===== src/rtl/flag_unit_pkg.sv =====
package flag_unit_pkg;

  typedef enum logic [2:0] {
    OP_PASS = 3'b000,
    OP_ADD  = 3'b001,
    OP_SUB  = 3'b010,
    OP_CMP  = 3'b011,
    OP_AND  = 3'b100,
    OP_OR   = 3'b101,
    OP_XOR  = 3'b110,
    OP_TST  = 3'b111
  } alu_op_e;

  typedef enum logic [2:0] {
    CC_ZERO   = 3'b000,
    CC_NZERO  = 3'b001,
    CC_CARRY  = 3'b010,
    CC_NCARRY = 3'b011,
    CC_PLUS   = 3'b100,
    CC_MINUS  = 3'b101,
    CC_OVF    = 3'b110,
    CC_NOVF   = 3'b111
  } cond_e;

  typedef struct packed {
    logic c;
    logic s;
    logic z;
    logic v;
  } flags_t;

endpackage


===== src/rtl/flag_rst_sync.sv =====
module flag_rst_sync #(
  parameter int STAGES = 2
) (
  input  logic clk,
  input  logic rst_n,
  output logic rst_sync_n
);
  logic [STAGES-1:0] sh_q;

  generate
    if (STAGES == 1) begin : g_single
      always_ff @(posedge clk or negedge rst_n) begin
        if (!rst_n) sh_q <= '0;
        else        sh_q <= 1'b1;
      end
    end else begin : g_chain
      always_ff @(posedge clk or negedge rst_n) begin
        if (!rst_n) sh_q <= '0;
        else        sh_q <= {sh_q[STAGES-2:0], 1'b1};
      end
    end
  endgenerate

  assign rst_sync_n = sh_q[STAGES-1];
endmodule


===== src/rtl/flag_alu_core.sv =====
module flag_alu_core
  import flag_unit_pkg::*;
#(
  parameter int W = 8
) (
  input  logic [W-1:0] opd_a,
  input  logic [W-1:0] opd_b,
  input  alu_op_e      op,
  output logic [W-1:0] result,
  output flags_t       nxt_flags
);
  localparam int MSB = W - 1;

  logic         is_arith;
  logic         is_sub;
  logic [W-1:0] b_eff;
  logic [W-1:0] low_sum;
  logic         c_into_msb;
  logic [1:0]   msb_sum;
  logic [W-1:0] arith_val;
  logic [W-1:0] src_val;

  always_comb begin
    is_arith = (op == OP_ADD) || (op == OP_SUB) || (op == OP_CMP);
    is_sub   = (op == OP_SUB) || (op == OP_CMP);
    b_eff    = is_sub ? ~opd_b : opd_b;
    // lower W-1 bits, bit MSB of low_sum is the carry into the top bit
    low_sum    = {1'b0, opd_a[MSB-1:0]} + {1'b0, b_eff[MSB-1:0]}
               + {{(W-1){1'b0}}, is_sub};
    c_into_msb = low_sum[MSB];
    msb_sum    = {1'b0, opd_a[MSB]} + {1'b0, b_eff[MSB]} + {1'b0, c_into_msb};
    arith_val  = {msb_sum[0], low_sum[MSB-1:0]};

    unique case (op)
      OP_ADD, OP_SUB, OP_CMP: src_val = arith_val;
      OP_AND, OP_TST:         src_val = opd_a & opd_b;
      OP_OR:                  src_val = opd_a | opd_b;
      OP_XOR:                 src_val = opd_a ^ opd_b;
      default:                src_val = opd_a;
    endcase

    result = ((op == OP_CMP) || (op == OP_TST)) ? opd_a : src_val;

    nxt_flags.c = is_arith & msb_sum[1];
    nxt_flags.v = is_arith & (c_into_msb ^ msb_sum[1]);
    nxt_flags.s = src_val[MSB];
    nxt_flags.z = ~|src_val;
  end
endmodule


===== src/rtl/flag_status_reg.sv =====
module flag_status_reg
  import flag_unit_pkg::*;
(
  input  logic   clk,
  input  logic   rst_n,
  input  logic   upd_en,
  input  flags_t d,
  output flags_t q
);
  flags_t q_nxt;

  always_comb begin
    q_nxt = q;
    if (upd_en) q_nxt = d;
  end

  always_ff @(posedge clk or negedge rst_n) begin
    if (!rst_n) q <= '0;
    else        q <= q_nxt;
  end

  // flags move only when the enable was high
  a_r8_hold: assert property (@(posedge clk) disable iff (!rst_n)
    !upd_en |=> $stable(q));
  a_r8_load: assert property (@(posedge clk) disable iff (!rst_n)
    upd_en |=> (q == $past(d)));
endmodule


===== src/rtl/flag_branch_eval.sv =====
module flag_branch_eval
  import flag_unit_pkg::*;
(
  input  flags_t     flags,
  input  logic [2:0] cond_sel,
  output logic       taken
);
  cond_e cond;

  always_comb begin
    cond = cond_e'(cond_sel);
    unique case (cond)
      CC_ZERO:   taken =  flags.z;
      CC_NZERO:  taken = ~flags.z;
      CC_CARRY:  taken =  flags.c;
      CC_NCARRY: taken = ~flags.c;
      CC_PLUS:   taken = ~flags.s;
      CC_MINUS:  taken =  flags.s;
      CC_OVF:    taken =  flags.v;
      default:   taken = ~flags.v;
    endcase
  end
endmodule


===== src/rtl/flag_branch_unit.sv =====
module flag_branch_unit
  import flag_unit_pkg::*;
#(
  parameter int W           = 8,
  parameter int SYNC_STAGES = 2
) (
  input  logic         clk,
  input  logic         rst_n,
  input  logic [W-1:0] opd_a,
  input  logic [W-1:0] opd_b,
  input  logic [2:0]   op_sel,
  input  logic         upd_en,
  input  logic [2:0]   cond_sel,
  output logic [W-1:0] result,
  output logic         flag_c,
  output logic         flag_s,
  output logic         flag_z,
  output logic         flag_v,
  output logic         br_taken
);
  logic    rst_sync_n;
  logic    arst_n;
  alu_op_e op;
  flags_t  nxt_flags;
  flags_t  cur_flags;

  assign op = alu_op_e'(op_sel);
  // assertion is immediate, release follows the synchronizer
  assign arst_n = rst_n & rst_sync_n;

  flag_rst_sync #(.STAGES(SYNC_STAGES)) u_rst_sync (
    .clk        (clk),
    .rst_n      (rst_n),
    .rst_sync_n (rst_sync_n)
  );

  flag_alu_core #(.W(W)) u_core (
    .opd_a     (opd_a),
    .opd_b     (opd_b),
    .op        (op),
    .result    (result),
    .nxt_flags (nxt_flags)
  );

  flag_status_reg u_status (
    .clk    (clk),
    .rst_n  (arst_n),
    .upd_en (upd_en),
    .d      (nxt_flags),
    .q      (cur_flags)
  );

  flag_branch_eval u_branch (
    .flags    (cur_flags),
    .cond_sel (cond_sel),
    .taken    (br_taken)
  );

  assign flag_c = cur_flags.c;
  assign flag_s = cur_flags.s;
  assign flag_z = cur_flags.z;
  assign flag_v = cur_flags.v;

  // adding operands of opposite sign never overflows
  a_r3_no_overflow: assert property (@(posedge clk) disable iff (!arst_n)
    (upd_en && op == OP_ADD && (opd_a[W-1] != opd_b[W-1])) |=> !flag_v);
  // logic operations leave carry and overflow clear
  a_r5_logic_clears: assert property (@(posedge clk) disable iff (!arst_n)
    (upd_en && (op == OP_AND || op == OP_OR || op == OP_XOR || op == OP_PASS))
      |=> (!flag_c && !flag_v));
  // a zero result written back sets the zero flag
  a_r4_zero_result: assert property (@(posedge clk) disable iff (!arst_n)
    (upd_en && op != OP_CMP && op != OP_TST && result == '0) |=> flag_z);
  // compare and test show operand A on the result port
  a_r6_r7_no_writeback: assert property (@(posedge clk) disable iff (!arst_n)
    (op == OP_CMP || op == OP_TST) |-> (result == opd_a));
endmodule


===== config.mk =====
export PLATFORM = sky130hd
export DESIGN_NAME = flag_branch_unit
export DESIGN_NICKNAME = d
export VERILOG_FILES = /design/src/rtl/flag_unit_pkg.sv /design/src/rtl/flag_rst_sync.sv /design/src/rtl/flag_alu_core.sv /design/src/rtl/flag_status_reg.sv /design/src/rtl/flag_branch_eval.sv /design/src/rtl/flag_branch_unit.sv
export SDC_FILE = /design/constraint.sdc
export NUM_CORES = 1
export LEC_CHECK = 0
export BUFFER_PORTS_ARGS = -buffer_cell sky130_fd_sc_hd__buf_2
export CAP_MARGIN = 20
export CORE_MARGIN = 2
export CORE_UTILIZATION = 41
export CTS_BUF_LIST = sky130_fd_sc_hd__clkbuf_4 sky130_fd_sc_hd__clkbuf_8 sky130_fd_sc_hd__clkbuf_16
export DETAILED_ROUTE_END_ITERATION = 6
export PLACE_DENSITY = 0.62
export SYNTH_ARGS = -nofsm -noshare
export SYNTH_HDL_FRONTEND = slang
export SYNTH_SLANG_ARGS = --single-unit

===== constraint.sdc =====
create_clock -name clk -period 11.5 [get_ports clk]
set_clock_uncertainty 0.05 [all_clocks]
set_input_delay 2.3 -clock clk [delete_from_list [all_inputs] [get_ports clk]]
set_output_delay 2.3 -clock clk [all_outputs]
set_load 0.1 [all_outputs]

==> results.sh <==
export IMPL_outcome="completed"
export IMPL_core_area_um2=3660
export IMPL_yosys_warnings=0
export IMPL_drc=0
export IMPL_synth_edf_count=0
export IMPL_clockBufferDepth=2
export IMPL_grt_usage_pct=17.3
export IMPL_grt_overflow=0
export IMPL_io_pins=38
export IMPL_cpPeakStageDelay_ps=520
export IMPL_clock_sinks=6
export IMPL_power_total_mw=0.194
export IMPL_path_class="in2out"
export IMPL_ant_nets=0
export IMPL_p_leak_nw=0.863
export IMPL_route_final_wire_length_um=3590
export IMPL_tns_ps=0
export IMPL_crit_required_ps=9150
export IMPL_detail_route_first_pass_iterations=5
export IMPL_mostFrequentLayoutCell="buf_2"
export IMPL_drt_iter0_drc=64
export IMPL_rsz0062_at_grt="false"
export IMPL_rrSetupSlack_ps=10800
export IMPL_via_per_inst=5.27
export IMPL_post_cts_buffers=0
export IMPL_layout_common_cells="buf_2, inv_1, ha_1, nand2_1, nor2_1"
export IMPL_reg2reg_from="u_status.q[0]"
export IMPL_antenna_found_initial=0
export IMPL_synthesis_area_um2=1570
export IMPL_crit_chain="buf_2 -> inv_2 -> nand2_1 -> xnor2_1 -> ha_1 -> nor4_1 -> a211oi_2 -> o21ai_1 -> nand2_1 -> fa_1 -> mux2i_1 -> a22oi_1 -> o311ai_1 -> o21ai_0 -> buf_2"
export IMPL_hold_viol=0
export IMPL_io_buffers=37
export IMPL_max_clock_freq_mhz=118
export IMPL_numCtsBuffers=3
export IMPL_grt_pass1_wl_um=5970
export IMPL_grt_max_degree=37
export IMPL_area_growth_pct=14.1
export IMPL_drive_above_1_share_pct=22.7
export IMPL_num_fill_cells=388
export IMPL_worst_path_max_fanout=36
export IMPL_tightest_slew_ps=632
export IMPL_rr_worst_depth=2
export IMPL_ys_ff_latch=6
export IMPL_maxSlewHeadroom_pct=57.9
export IMPL_crit_arrival_ps=6100
export IMPL_clk_latency_ps=220
export IMPL_synth_distinct_cells=60
export IMPL_cts_tree="built"
export IMPL_synthCells=204
export IMPL_final_cells=281
export IMPL_cp_top_family="buffers and inverters"
export IMPL_row_count=22
export IMPL_synth_nets=253
export IMPL_antenna_cells=0
export IMPL_cts_resized=0
export IMPL_max_vdd_ir_drop_mv=0.111
export IMPL_dpl_hpwl_um=2990
export IMPL_final_period_utilization_pct=73.5
export IMPL_die_y_um=65.8
export IMPL_power_density_nw_per_um2=108
export IMPL_clkTransAtPathRegs_ps=30
export IMPL_hp_class="reg2async"
export IMPL_fin_crit_ps=8450
export IMPL_finalMaxSlewViolations=0
export IMPL_ys_seq_area_share_pct=9.58
export IMPL_final_nets=284
export IMPL_numPlacedInstances=278
export IMPL_final_area_um2=1790
export IMPL_crit_slowest_cell="fa_1"
export IMPL_crit_buf_inv=3
export IMPL_cts_max_level=1
export IMPL_die_area_um2=4330
export IMPL_crit_path_end_kind="output pin"
export IMPL_maxCapViolations=0
export IMPL_r2r_end="u_status.q[0]"
export IMPL_initial_core_util_pct=42.8
export IMPL_ctsRootBufferMaster="clkbuf_8"
export IMPL_holdBufCountCts=0
export IMPL_async_flop_share_pct=100
export IMPL_dpl_cell_area_um2=1750
export IMPL_avgSynthCellArea_um2=7.69
export IMPL_ys_flop_type="dfrtp_1"
export IMPL_post_drt_wl_per_cell_um=12.8
export IMPL_start_kind="primary input"
export IMPL_gp_congestion=0.873
export IMPL_vias=1481
export IMPL_setup_viol=0
export IMPL_grt_pass1_vias=1317
export IMPL_die_x_um=65.8
## worst register-to-register path, cell delays in order (launching register included)
cell and delay (ps):
dfrtp_1 390, inv_1 60, o32ai_1 70
## state kept, by name (all words and copies together), names as in the netlist
name / flops
u_status.q: 4
u_rst_sync.sh_q: 2
## where the power goes
group | total, mW | switching, mW | internal (mW)
clock network | 0.0299 | 0.00757 | 0.0224
logic | 0.139 | 0.0999 | 0.0392
registers | 0.0246 | 0.00118 | 0.0234
## cells by family after synthesis
| family | count (synthesis) | share of synthesized area [%] |
|---|---|---|
| buffers and inverters | 37 | 10.4 |
| adder cells (fa/ha/maj) | 24 | 20.1 |
| XOR/XNOR | 12 | 6.70 |
| flip-flops | 6 | 9.58 |
| multiplexers | 10 | 8.30 |
| AND/OR/NAND/NOR | 58 | 19.3 |
| other | 1 | 0.239 |
| AO/OA/AOI/OAI | 56 | 25.4 |
## how the worst max path moves through the flow
stage	to	depth (start not counted)	slack (ps)	from
finish	result[7]	15	3050	op_sel[2]
global route	result[7]	15	2740	op_sel[2]
CTS	result[7]	15	3030	op_sel[2]
detailed placement	result[7]	15	3030	op_sel[2]
global placement	result[7]	15	3150	op_sel[2]
floorplan	result[7]	14	1960	op_sel[1]
## metrics by stage
stage	util [%]	hold WS, ps	worst slack [ps]
global placement	47.7	110	3150
floorplan	-	85.4	1960
finish	48.9	99.6	3050
global route	48.9	123	2740
CTS	48.9	106	3030
detailed placement	47.7	103	3030
## cell type report
class	instances	area (µm²)	area share (%)
flip-flops and latches	6	150	8.39
inverters	26	97.6	5.45
repair buffers	37	185	10.3
multi-input cells	161	1250	70.1
well taps	48	60.1	3.36
clock buffers	3	41.3	2.31
## per-layer routing
| metal | track usage (%) | vias to the layer above | part of all wire (%) |
|---|---|---|---|
| met5 | 0 | - | 0 |
| met4 | 3.13 | 0 | 0 |
| met3 | 0.681 | 0 | 2.8 |
| met2 | 28.9 | 27 | 47 |
| met1 | 24.9 | 674 | 50 |
| li1 | - | 780 | - |
## Yosys cell counts, types with 5 or more instances
cell type	count	area share (%)
inv_1	24	5.7
ha_1	22	18
nand2_1	14	3.4
nor2_1	13	3.1
xnor2_1	11	6.1
a21oi_1	10	3.2
o21ai_0	9	2.9
dfrtp_1	6	9.6
nor3_1	6	1.9
o21ai_1	5	1.6
Note: power is estimated with default switching activity, not from simulation.
